## src/rtl/l2irq_pkg.sv

```systemverilog
package l2irq_pkg;
  localparam int WORD_BITS     = 32;
  localparam int ADDR_BITS     = 8;
  localparam int IDX_BITS      = ADDR_BITS - 2;
  localparam int WAKE_BASE_IDX = 8;
  localparam int MAP_BASE_IDX  = 16;
  localparam int MAX_WORDS     = 4;
  localparam int MAX_MAP_REGS  = (1 << IDX_BITS) - MAP_BASE_IDX;
endpackage

```

## src/rtl/l2irq_sync.sv

```systemverilog
module l2irq_sync #(
  parameter int WIDTH = 32
) (
  input  logic             clk,
  input  logic             rst,
  input  logic [WIDTH-1:0] d_i,
  output logic [WIDTH-1:0] q_o
);
  logic [WIDTH-1:0] meta_q;
  logic [WIDTH-1:0] sync_q;

  always_ff @(posedge clk) begin
    if (rst) begin
      meta_q <= '0;
      sync_q <= '0;
    end else begin
      meta_q <= d_i;
      sync_q <= meta_q;
    end
  end

  assign q_o = sync_q;
endmodule

```

## src/rtl/l2irq_regs.sv

```systemverilog
module l2irq_regs
  import l2irq_pkg::*;
#(
  parameter int NUM_WORDS = 2,
  parameter int NUM_OUTS  = 2,
  parameter logic [NUM_WORDS*WORD_BITS-1:0] FWD_INIT = '0
) (
  input  logic                                    clk,
  input  logic                                    rst,
  input  logic                                    bus_wr,
  input  logic                                    bus_rd,
  input  logic [ADDR_BITS-1:0]                    bus_addr,
  input  logic [WORD_BITS-1:0]                    bus_wdata,
  output logic [WORD_BITS-1:0]                    bus_rdata,
  input  logic [NUM_WORDS*WORD_BITS-1:0]          status_i,
  output logic [NUM_WORDS*WORD_BITS-1:0]          en_o,
  output logic [NUM_WORDS*WORD_BITS-1:0]          wake_en_o,
  output logic [NUM_OUTS*NUM_WORDS*WORD_BITS-1:0] map_o
);
  localparam int NUM_MAPS = NUM_OUTS * NUM_WORDS;

  logic [WORD_BITS-1:0] en_q   [NUM_WORDS];
  logic [WORD_BITS-1:0] wake_q [NUM_WORDS];
  logic [WORD_BITS-1:0] map_q  [NUM_MAPS];
  logic [WORD_BITS-1:0] rd_next;
  logic [IDX_BITS-1:0]  idx;

  assign idx = bus_addr[ADDR_BITS-1:2];

  always_ff @(posedge clk) begin
    if (rst) begin
      for (int w = 0; w < NUM_WORDS; w++) begin
        en_q[w]   <= FWD_INIT[w*WORD_BITS +: WORD_BITS];
        wake_q[w] <= '0;
      end
      for (int m = 0; m < NUM_MAPS; m++) map_q[m] <= '1;
    end else if (bus_wr) begin
      for (int w = 0; w < NUM_WORDS; w++) begin
        if (idx == IDX_BITS'(2 * w)) en_q[w] <= bus_wdata;
        if (idx == IDX_BITS'(WAKE_BASE_IDX + w)) wake_q[w] <= bus_wdata;
      end
      for (int m = 0; m < NUM_MAPS; m++)
        if (idx == IDX_BITS'(MAP_BASE_IDX + m)) map_q[m] <= bus_wdata;
    end
  end

  always_comb begin
    rd_next = '0;
    for (int w = 0; w < NUM_WORDS; w++) begin
      if (idx == IDX_BITS'(2 * w)) rd_next = en_q[w];
      if (idx == IDX_BITS'(2 * w + 1)) rd_next = status_i[w*WORD_BITS +: WORD_BITS];
      if (idx == IDX_BITS'(WAKE_BASE_IDX + w)) rd_next = wake_q[w];
    end
    for (int m = 0; m < NUM_MAPS; m++)
      if (idx == IDX_BITS'(MAP_BASE_IDX + m)) rd_next = map_q[m];
  end

  always_ff @(posedge clk) begin
    if (rst) bus_rdata <= '0;
    else if (bus_rd) bus_rdata <= rd_next;
  end

  for (genvar w = 0; w < NUM_WORDS; w++) begin : g_word_flat
    assign en_o[w*WORD_BITS +: WORD_BITS]      = en_q[w];
    assign wake_en_o[w*WORD_BITS +: WORD_BITS] = wake_q[w];
  end
  for (genvar m = 0; m < NUM_MAPS; m++) begin : g_map_flat
    assign map_o[m*WORD_BITS +: WORD_BITS] = map_q[m];
  end
endmodule

```

## src/rtl/l2irq_route.sv

```systemverilog
module l2irq_route
  import l2irq_pkg::*;
#(
  parameter int NUM_WORDS = 2,
  parameter int NUM_OUTS  = 2
) (
  input  logic                                    clk,
  input  logic                                    rst,
  input  logic [NUM_WORDS*WORD_BITS-1:0]          status_i,
  input  logic [NUM_WORDS*WORD_BITS-1:0]          en_i,
  input  logic [NUM_WORDS*WORD_BITS-1:0]          wake_en_i,
  input  logic [NUM_OUTS*NUM_WORDS*WORD_BITS-1:0] map_i,
  output logic [NUM_OUTS-1:0]                     irq_o,
  output logic                                    wake_o
);
  logic [NUM_WORDS*WORD_BITS-1:0] live;
  logic [NUM_OUTS-1:0]            hit;
  logic                           wake_hit;

  assign live     = status_i & en_i;
  assign wake_hit = |(live & wake_en_i);

  for (genvar k = 0; k < NUM_OUTS; k++) begin : g_line
    logic [NUM_WORDS-1:0] word_hit;
    for (genvar w = 0; w < NUM_WORDS; w++) begin : g_word
      assign word_hit[w] = |(live[w*WORD_BITS +: WORD_BITS] &
                             map_i[(k*NUM_WORDS + w)*WORD_BITS +: WORD_BITS]);
    end
    assign hit[k] = |word_hit;
  end

  always_ff @(posedge clk) begin
    if (rst) begin
      irq_o  <= '0;
      wake_o <= 1'b0;
    end else begin
      irq_o  <= hit;
      wake_o <= wake_hit;
    end
  end
endmodule

```

## src/rtl/l2_irq_aggregator.sv

```systemverilog
module l2_irq_aggregator
  import l2irq_pkg::*;
#(
  parameter int NUM_WORDS = 2,
  parameter int NUM_OUTS  = 2,
  parameter logic [NUM_WORDS*WORD_BITS-1:0] FWD_INIT = '0
) (
  input  logic                           clk,
  input  logic                           rst,
  input  logic [NUM_WORDS*WORD_BITS-1:0] src_i,
  input  logic                           bus_wr,
  input  logic                           bus_rd,
  input  logic [ADDR_BITS-1:0]           bus_addr,
  input  logic [WORD_BITS-1:0]           bus_wdata,
  output logic [WORD_BITS-1:0]           bus_rdata,
  output logic [NUM_OUTS-1:0]            irq_o,
  output logic                           wake_o
);
  localparam int SRC_W = NUM_WORDS * WORD_BITS;
  localparam int MAP_W = NUM_OUTS * SRC_W;

  if (NUM_WORDS < 1 || NUM_WORDS > MAX_WORDS) begin : g_bad_words
    $error("NUM_WORDS must be 1..4");
  end
  if (NUM_OUTS < 1 || NUM_OUTS * NUM_WORDS > MAX_MAP_REGS) begin : g_bad_outs
    $error("NUM_OUTS * NUM_WORDS exceeds the routing-mask space");
  end

  logic [SRC_W-1:0] status;
  logic [SRC_W-1:0] en_flat;
  logic [SRC_W-1:0] wake_flat;
  logic [MAP_W-1:0] map_flat;

  l2irq_sync #(.WIDTH(SRC_W)) u_sync (
    .clk (clk),
    .rst (rst),
    .d_i (src_i),
    .q_o (status)
  );

  l2irq_regs #(
    .NUM_WORDS (NUM_WORDS),
    .NUM_OUTS  (NUM_OUTS),
    .FWD_INIT  (FWD_INIT)
  ) u_regs (
    .clk       (clk),
    .rst       (rst),
    .bus_wr    (bus_wr),
    .bus_rd    (bus_rd),
    .bus_addr  (bus_addr),
    .bus_wdata (bus_wdata),
    .bus_rdata (bus_rdata),
    .status_i  (status),
    .en_o      (en_flat),
    .wake_en_o (wake_flat),
    .map_o     (map_flat)
  );

  l2irq_route #(
    .NUM_WORDS (NUM_WORDS),
    .NUM_OUTS  (NUM_OUTS)
  ) u_route (
    .clk       (clk),
    .rst       (rst),
    .status_i  (status),
    .en_i      (en_flat),
    .wake_en_i (wake_flat),
    .map_i     (map_flat),
    .irq_o     (irq_o),
    .wake_o    (wake_o)
  );
endmodule

```

## config.mk

```make
export PLATFORM = sky130hd
export DESIGN_NAME = l2_irq_aggregator
export DESIGN_NICKNAME = d
export VERILOG_FILES = /design/src/rtl/l2irq_pkg.sv /design/src/rtl/l2irq_sync.sv /design/src/rtl/l2irq_regs.sv /design/src/rtl/l2irq_route.sv /design/src/rtl/l2_irq_aggregator.sv
export SDC_FILE = /design/constraint.sdc
export NUM_CORES = 1
export LEC_CHECK = 0
export ABC_AREA = 0
export BUFFER_PORTS_ARGS = -buffer_cell sky130_fd_sc_hd__buf_4
export CAP_MARGIN = 20
export CORE_AREA = 5 5 261 263
export DETAILED_ROUTE_END_ITERATION = 8
export DIE_AREA = 0 0 266 268
export GPL_ROUTABILITY_DRIVEN = 0
export PLACE_DENSITY = 0.42
export SYNTH_ARGS = -nofsm -noshare
export SYNTH_HDL_FRONTEND = slang
export SYNTH_SLANG_ARGS = --single-unit
```

## constraint.sdc

```tcl
create_clock -name clk -period 2.77 [get_ports clk]
set_clock_uncertainty 0.2 [all_clocks]
set_input_delay 0.1385 -clock clk [delete_from_list [all_inputs] [get_ports clk]]
set_output_delay 0.1385 -clock clk [all_outputs]
set_load 0.03 [all_outputs]
```

Yosys cells after proc, flatten, opt, wreduce, memory -nomap -nowiden
Memory sizes are Yosys's and may differ from the RTL's.
Index checks and enable logic that the tools add are counted.
{ "totals": {"register_bits": 163, "latchBits": 0, "mem_bits_rw": 256, "mem_bits_ro": 0, "input_bits": 108, "output_inout_bits": 35, "word_cells": 87, "n_memories": 3} }
{ "mem_list": {"columns": ["name", "depth", "word_bits", "read_ports", "rd_clocked_by_memory_dff", "write_ports", "line", "source"], "rows": [
  ["u_regs.map_q", 4, 32, 4, 0, 4, "l2irq_regs.sv:24", "logic [WORD_BITS-1:0] map_q [NUM_MAPS];"],
  ["u_regs.en_q", 2, 32, 2, 0, 2, "l2irq_regs.sv:22", "logic [WORD_BITS-1:0] en_q [NUM_WORDS];"],
  ["u_regs.wake_q", 2, 32, 2, 0, 2, "l2irq_regs.sv:23", "logic [WORD_BITS-1:0] wake_q [NUM_WORDS];"]
]} }
{ "classes": {"n_addsub": 0, "n_mul": 0, "div_mod_pow": 0, "order_cmp": 0, "eq_ne": 9, "shift": 0, "muxes": 52, "bitwise": 14, "reduce_logical": 4} }
{ "ops": {"columns": ["op", "count"], "rows": [
  ["32-bit 2-to-1 mux", 18],
  ["64-bit OR reduction", 3],
  ["32-bit bitwise AND", 4],
  ["64-bit bitwise AND", 2],
  ["1-bit 2-to-1 mux", 34],
  ["6-bit by 5-bit == test with 1-bit output, second input constant", 4],
  ["6-bit by 2-bit == test with 1-bit output, second input constant", 2],
  ["6-bit by 4-bit == test with 1-bit output, second input constant", 2],
  ["1-bit bitwise OR", 8],
  ["6-bit by 1-bit == test with 1-bit output, second input constant", 1],
  ["6-bit logical NOT", 1]
]} }

Longest topological paths before layout
Gate-level depths: netlist (run 1).
{ "logic_depth": {"word_depth": 11, "depth_mapped": 8} }

Modules after synthesis
From an unflattened synthesis (run 1), not the netlist that was laid out.
{ "hier_totals": {"cells_unflattened": 1507, "area_unflattened_um2": 17707.0} }
{ "modules_own_cells": {"columns": ["module", "n_inst", "cells_per_inst", "area_each_um2", "seq_area_each_um2"], "rows": [
  ["l2irq_regs", 1, 985, 12818.5, 8328.0],
  ["l2irq_sync", 1, 270, 3464.6, 2562.5],
  ["l2irq_route", 1, 252, 1423.9, 60.1]
]} }

Worst setup path before layout (run 1)
No wires, ideal clock.
{ "synth_path": {"path_type": "input port to flip-flop", "startpoint": "input bus_addr[7]", "endpoint": "memory u_regs.map_q[0][0], enable pin", "setup_time_ns": 0.389, "arrival_time_ns": 1.877, "required_ns": 2.181, "slack_ns": 0.304, "stages": 6, "cell_sequence": "or4b_1 -> buf_2 -> nor2_2 -> buf_2 -> nand2_1 -> nand2_1"} }
{ "synth_rtl": {"columns": ["element", "line", "source"], "rows": [
  ["start, declared", "l2_irq_aggregator.sv:13", "input logic [ADDR_BITS-1:0] bus_addr,"],
  ["end, declared", "l2irq_regs.sv:24", null]
]} }

==> results.py, run 1 <==
metrics = {
    "sta": {
        "slew-limit-headroom": 0.3942,
        "final.setup.tns_ps": 0,
        "fin_crit_ps": 2645,
        "finalHoldViolations": 0,
        "rsz0062_at_grt": "false",
        "setup_ws_ps": 125.3,
        "finalMaxSlewViolations": 0,
        "tightest_slew_ps": 904.4,
        "finalCritPeriodShare": 0.9548,
        "fmax_ghz": 0.3781,
        "setup_violations": 0,
    },
    "setup_path": {
        "cp_top_family": "simple AND/OR/NAND/NOR gates",
        "cp_cell_sequence": "dlygate4sd3_1, buf_4, or4b_2, nor2_2, nand2_1, buf_4, or2_1",
        "cpMaxStageDelayCell": "or4b_2",
        "cp.arrival_ps": 2780,
        "crit_path_frequent_cell": "buf_4",
        "crit_buf_inv": 3,
        "cp-end-kind": "flop",
        "startpoint": "bus_addr[7]",
        "critPathKind": "input port to flop",
        "critPathMaxFanout": 12,
        "cp.required_ps": 2900,
        "timing.rr.start": "u_regs.en_q[0][61]$_DFFE_PP_",
        "startpoint_type": "input port",
        "slowest_delay_ps": 760,
    },
    "yosys": {
        "avgSynthCellArea_um2": 11.08,
        "yosys-top-cells-area": "edfxtp_1 (42%), dfxtp_1 (18%), nand3_1 (5.3%)",
        "ys.flop_type": "edfxtp_1",
        "ys_seq_elements": 419,
        "synthArstFlopShare": 0,
        "synth-warning-count": 0,
        "syn_area_um2": 18190,
        "syn-num-nets": 1750,
        "synth_cell_type_count": 59,
        "yosysSeqAreaShare": 0.6020,
        "synthCells": 1642,
        "synth_top_area_share": 0.4226,
        "synth_edf_count": 256,
        "yosys.area.top_type": "edfxtp_1",
    },
    "floorplanning": {
        "core_um2": 65390,
        "die-width_um": 266,
        "num_rows": 94,
        "die_y_um": 268,
        "pin_count": 143,
        "dieArea_um2": 71290,
        "initial_core_util": 0.2782,
    },
    "cts": {
        "postCtsSetupRepairBufs": 0,
        "htreeDepth": 2,
        "cts.sinks": 419,
        "clockBufferDepth": 3,
        "cts_tree": "built",
        "clkSlewWorstSetupHoldPaths_ps": 60,
        "numCtsBuffers": 48,
        "clock_latency_ps": 600,
        "root_buffer": "clkbuf_16",
    },
    "grt": {
        "grt_pass1_wl_mm": 111.5,
        "gr-usage-met2": 0.3503,
        "grt_max_degree": 154,
        "antenna_found_initial": 4,
        "grt_usage": 0.2185,
        "first_global_vias": 14650,
        "grt.busiest_layer": "met2",
        "grt_use_met1": 0.2971,
        "grt_use_met3": 0.04358,
        "overflow": 0,
    },
    "drt": {
        "detail_route.wirelength_mm": 80.04,
        "drc": 0,
        "drt_iter0_drc": 1744,
        "vias_per_cell": 5.315,
        "drtPass1Iterations": 5,
        "vias": 14890,
        "ant_nets": 0,
        "wl_per_cell_um": 28.57,
    },
    "pwr": {
        "leakage_nw": 8.492,
        "vdd_drop_max_mv": 0.4520,
        "power_per_cell_area_nw_per_um2": 653.7,
        "power_mw": 15.26,
    },
    "placed_design": {
        "dp_slack_ps": 140.3,
        "place_area_um2": 20570,
        "dp_hpwl_mm": 56.42,
        "numPortBuffers": 140,
    },
    "final_layout": {
        "stdcell_area_um2": 23340,
        "fillers": 6587,
        "nNetsFinal": 2004,
        "syn_to_final_growth_pct": 28.31,
        "drive_gt1_frac": 0.1844,
    },
    "min_path": {
        "hold_class": "input port to flop",
        "min_from": "bus_addr[5]",
    },
    "status": {
        "outcome": "finished clean",
    },
    "flow_run": {
        "max_cap_violations": 0,
    },
}
-- logic make-up (layout without fill, tap and decap cells) --
group | Yosys count | after routing | share of synthesized area
buffers and inverters | 118 | 412 | 0.02779
and+or+nand+nor | 806 | 806 | 0.2495
DFF | 419 | 419 | 0.6020
muxes | 24 | 24 | 0.01665
AOI/OAI and AO/OA | 275 | 275 | 0.1041
other | 0 | 2 | 0
-- synth_stat cells (6+ instances only) --
library cell,instances
a211o_1,6
a21oi_1,83
a221oi_1,22
a22oi_1,11
a31oi_1,14
and2_1,67
and3_1,51
buf_1,7
buf_2,29
clkbuf_1,72
dfxtp_1,163
edfxtp_1,256
mux2_2,10
mux2i_1,10
nand2_1,30
nand2b_1,53
nand3_1,192
nand4_1,46
nor2_1,74
nor2b_1,132
nor3_1,36
nor4_1,10
o211a_1,11
o211ai_1,9
o21a_1,26
o21ai_0,31
o2bb2ai_1,6
o311ai_1,17
or2_1,32
or2_2,33
or3_1,34
-- metal layers --
| layer | share of wire | up-vias |
|---|---|---|
| li1 | - | 6603 |
| met1 | 0.42 | 7332 |
| met2 | 0.46 | 805 |
| met3 | 0.086 | 153 |
| met4 | 0.037 | 0 |
| met5 | 0 | - |
-- power breakdown --
group | internal (mW) | switching, mW
Clock | 4.11 | 2.67
Sequential | 6.93 | 0.269
Combinational | 0.515 | 0.759
-- state kept, by name, indices dropped and copies added, names as in the netlist --
register          count
u_regs.en_q          64
u_regs.map_q        128
u_route.irq_o         2
u_sync.meta_q        64
u_regs.bus_rdata     32
u_route.wake_o        1
u_sync.q_o           64
u_regs.wake_q        64
-- stage by stage --
step | util | std cells | hold slack, ps
2_1_floorplan | - | 1642 | 66.68
6_report | 0.3569 | 2802 | 61.86
3_3_place_gp | 0.3145 | 2607 | 151.1
3_5_place_dp | 0.3145 | 2607 | 153.5
5_1_grt | 0.3569 | 2800 | 62.06
4_1_cts | 0.3567 | 2800 | 9.220
-- repair_timing --
action	in CTS	in global routing
hold buffers	103	0
hold endpoints to repair	344	0
setup endpoints to repair	0	1
gates resized for setup	0	3
-- final cells by class --
cell class	instances	area, um2	share of cell area
Tap cell	864	1081	0.04631
Clock buffer	76	1610	0.06899
Timing Repair Buffer	317	2779	0.1191
Clock inverter	14	116.4	0.004985
Sequential cell	419	10950	0.4692
Antenna cell	2	5.005	0.0002144
Multi-Input combinational cell	1105	6780	0.2905
Inverter	5	18.77	0.0008041
-- worst register-to-register path, cell delays in order, from the launching register on --
cell and delay [ps]:
edfxtp_1 430, nand3_1 200, nand4_1 280, or4_1 580
nor4_1 340, a31oi_1 240
-- layout by cell type, fill, tap and decap left out, types with 59 or more instances in the layout --
cell type | Yosys | layout
and2_1 | 67 | 67
nor2b_1 | 132 | 131
clkbuf_16 | 0 | 59
nor2_1 | 74 | 73
nand3_1 | 192 | 192
buf_4 | 3 | 202
a21oi_1 | 83 | 83
dfxtp_1 | 163 | 163
dlygate4sd3_1 | 0 | 103
edfxtp_1 | 256 | 256
-- path summary, 6_finish.rpt --
check	end	slack [ps]	cells past startpoint
worst max register to register	u_route.irq_o[1]$_SDFF_PP0_	330	5
worst min-delay path	u_regs.bus_rdata[31]$_SDFFE_PP0P_	60	5
worst min register to register	u_sync.q_o[43]$_SDFF_PP0_	230	1
worst max-delay path	u_regs.map_q[0][25]$_SDFFCE_PN1P_	130	7
(Power assumes the default switching activity.)
==> run 2: changes to the inputs <==
==> constraint.sdc (replaced) <==
create_clock -name clk -period 2.77 [get_ports clk]
set_clock_uncertainty 0.2 [all_clocks]
set_input_delay 0.554 -clock clk [delete_from_list [all_inputs] [get_ports clk]]
set_output_delay 0.554 -clock clk [all_outputs]
set_load 0.03 [all_outputs]
==> run 2 against run 1 <==
Via count is 1.4% higher. Power is 3.6% lower. Die area stayed put. Count of clock-buffer cells in the layout stayed put. Sequential power hardly changed. Critical path depth is 2 lower. Sequential share of layout area is 0.39 points higher. Cell area is 0.83% lower. Hold slack worse by 47 ps. Final cell count is 0.64% lower. Utilization is 0.30 points lower. Non-clock buffer count is 17 lower. Critical endpoint is now u_route.irq_o[1]$_SDFF_PP0_. Largest power group unchanged.
==> results.py, run 2 (synthesis gave the netlist of run 1 again) <==
metrics = {
    "status": {
        "outcome": "finished clean",
    },
    "setup_path": {
        "cp_cell_sequence": "nand3_1, nand4_1, or4_1, nor4_1, a31oi_1",
        "slowest_delay_ps": 610,
        "r2r_end": "u_route.irq_o[1]$_SDFF_PP0_",
        "cp.required_ps": 2960,
        "startpoint_type": "flop",
        "critPathKind": "flop to flop",
        "timing.rr.start": "u_sync.q_o[24]$_SDFF_PP0_",
        "cp-end-kind": "flop",
        "critPathMaxFanout": 4,
        "startpoint": "u_sync.q_o[24]$_SDFF_PP0_",
        "cpMaxStageDelayCell": "or4_1",
        "reg2regPathDepth": 5,
        "reg2reg_slack_ps": 240,
        "cp.arrival_ps": 2720,
    },
    "pwr": {
        "power_per_cell_area_nw_per_um2": 635.4,
        "vdd_drop_max_mv": 0.3406,
        "leakage_nw": 8.398,
    },
    "sta": {
        "tightest_slew_ps": 762.4,
        "final.setup.tns_ps": 0,
        "setup_ws_ps": 236.9,
        "finalCritPeriodShare": 0.9145,
        "fmax_ghz": 0.3948,
        "fin_crit_ps": 2533,
        "hold_slack_ps": 14.82,
        "finalHoldViolations": 0,
        "finalMaxSlewViolations": 0,
        "rsz0062_at_grt": "false",
        "setup_violations": 0,
        "slew-limit-headroom": 0.4912,
    },
    "floorplanning": {
        "dieArea_um2": 71290,
        "core_um2": 65390,
        "pin_count": 143,
        "die_y_um": 268,
        "num_rows": 94,
        "die-width_um": 266,
        "initial_core_util": 0.2782,
    },
    "cts": {
        "clkSlewWorstSetupHoldPaths_ps": 60,
        "clockBufferDepth": 3,
        "post_cts_resized": 0,
        "root_buffer": "clkbuf_16",
        "ctsHoldBuffers": 61,
        "htreeDepth": 2,
        "cts.sinks": 419,
        "postCtsSetupRepairBufs": 0,
        "numCtsBuffers": 48,
        "cts_tree": "built",
        "clock_latency_ps": 590,
    },
    "final_layout": {
        "nNetsFinal": 1987,
        "drive_gt1_frac": 0.1959,
        "fin_cells": 2784,
        "final_common_cell": "edfxtp_1",
        "largest_reg_flops": 128,
        "fin_util": 0.3540,
        "final_cell_mix": "edfxtp_1 (256), buf_4 (208), nand3_1 (192)",
        "syn_to_final_growth_pct": 27.24,
        "regMostFlops": "u_regs.map_q",
    },
    "min_path": {
        "hold_class": "input port to flop",
        "hold_path_depth": 2,
        "min_from": "src_i[38]",
        "holdPathEnd": "u_sync.meta_q[38]$_SDFF_PP0_",
    },
    "drt": {
        "ant_nets": 0,
        "dr_wl_met3_mm": 7.505,
        "wl_met2_mm": 36.37,
        "route.top_layer_used": "met5",
        "vias": 15100,
        "drtPass1Iterations": 6,
        "wl_per_cell_um": 29.13,
        "drt_iter0_drc": 1761,
        "drc": 0,
        "wl_met1_mm": 33.70,
        "detail_route.wirelength_mm": 81.10,
        "vias_per_cell": 5.423,
    },
    "grt": {
        "antenna_found_initial": 1,
        "grt_pass1_wl_mm": 112.5,
        "grt_usage": 0.2202,
        "grt_max_degree": 154,
        "first_global_vias": 14500,
        "overflow": 0,
    },
    "flow_run": {
        "max_cap_violations": 0,
    },
    "placed_design": {
        "placedCellCount": 2632,
        "dp_slack_ps": -82.64,
        "dp_hpwl_mm": 57.92,
        "numPortBuffers": 140,
    },
}
-- run 2: power breakdown --
part / internal (mW) / switching [mW] / total, mW / leakage (nW)
sequential: 6.93 / 0.266 / 7.20 / 3.85
combinational: 0.518 / 0.760 / 1.28 / 3.79
clock: 3.62 / 2.61 / 6.23 / 0.754
-- run 2: per-stage QoR --
stage / instance area [um2] / power [mW]
2_1_floorplan: 18200 / 7.771
3_3_place_gp: 21000 / 8.519
3_5_place_dp: 21000 / 8.527
4_1_cts: 23140 / 14.85
5_1_grt: 23140 / 15.21
6_report: 23150 / 14.71
-- run 2: worst max-delay path by stage --
stage	endpoint	depth (start not counted)
after CTS	u_route.irq_o[0]$_SDFF_PP0_	5
after detailed placement	u_regs.bus_rdata[23]$_SDFFE_PP0P_	8
after floorplan	u_regs.wake_q[0][32]$_DFFE_PP_	6
after global placement	u_regs.bus_rdata[23]$_SDFFE_PP0P_	8
final	u_route.irq_o[1]$_SDFF_PP0_	5
after global routing	u_route.irq_o[1]$_SDFF_PP0_	5
-- run 2: worst max-delay path: cells and delay by family (launching register included) --
| kind | cells | cell delay, ps |
|---|---|---|
| flops | 1 | 420 |
| simple gates | 4 | 1430 |
| compound gates | 1 | 280 |
-- run 2: per-layer routing --
metal | up-vias | global-route usage
li1 | 6584 | -
met1 | 7516 | 0.3012
met4 | 2 | 0.07917
met2 | 816 | 0.3490
met3 | 181 | 0.04486
met5 | - | 0
-- run 2: layout make-up --
type	count	area (um2)
Antenna cell	1	2.502
Clock buffer	76	1423
Clock inverter	14	108.9
Fill cell	6574	42250
Inverter	5	18.77
Multi-Input combinational cell	1105	6779
Sequential cell	419	10950
Tap cell	864	1081
Timing Repair Buffer	300	2784
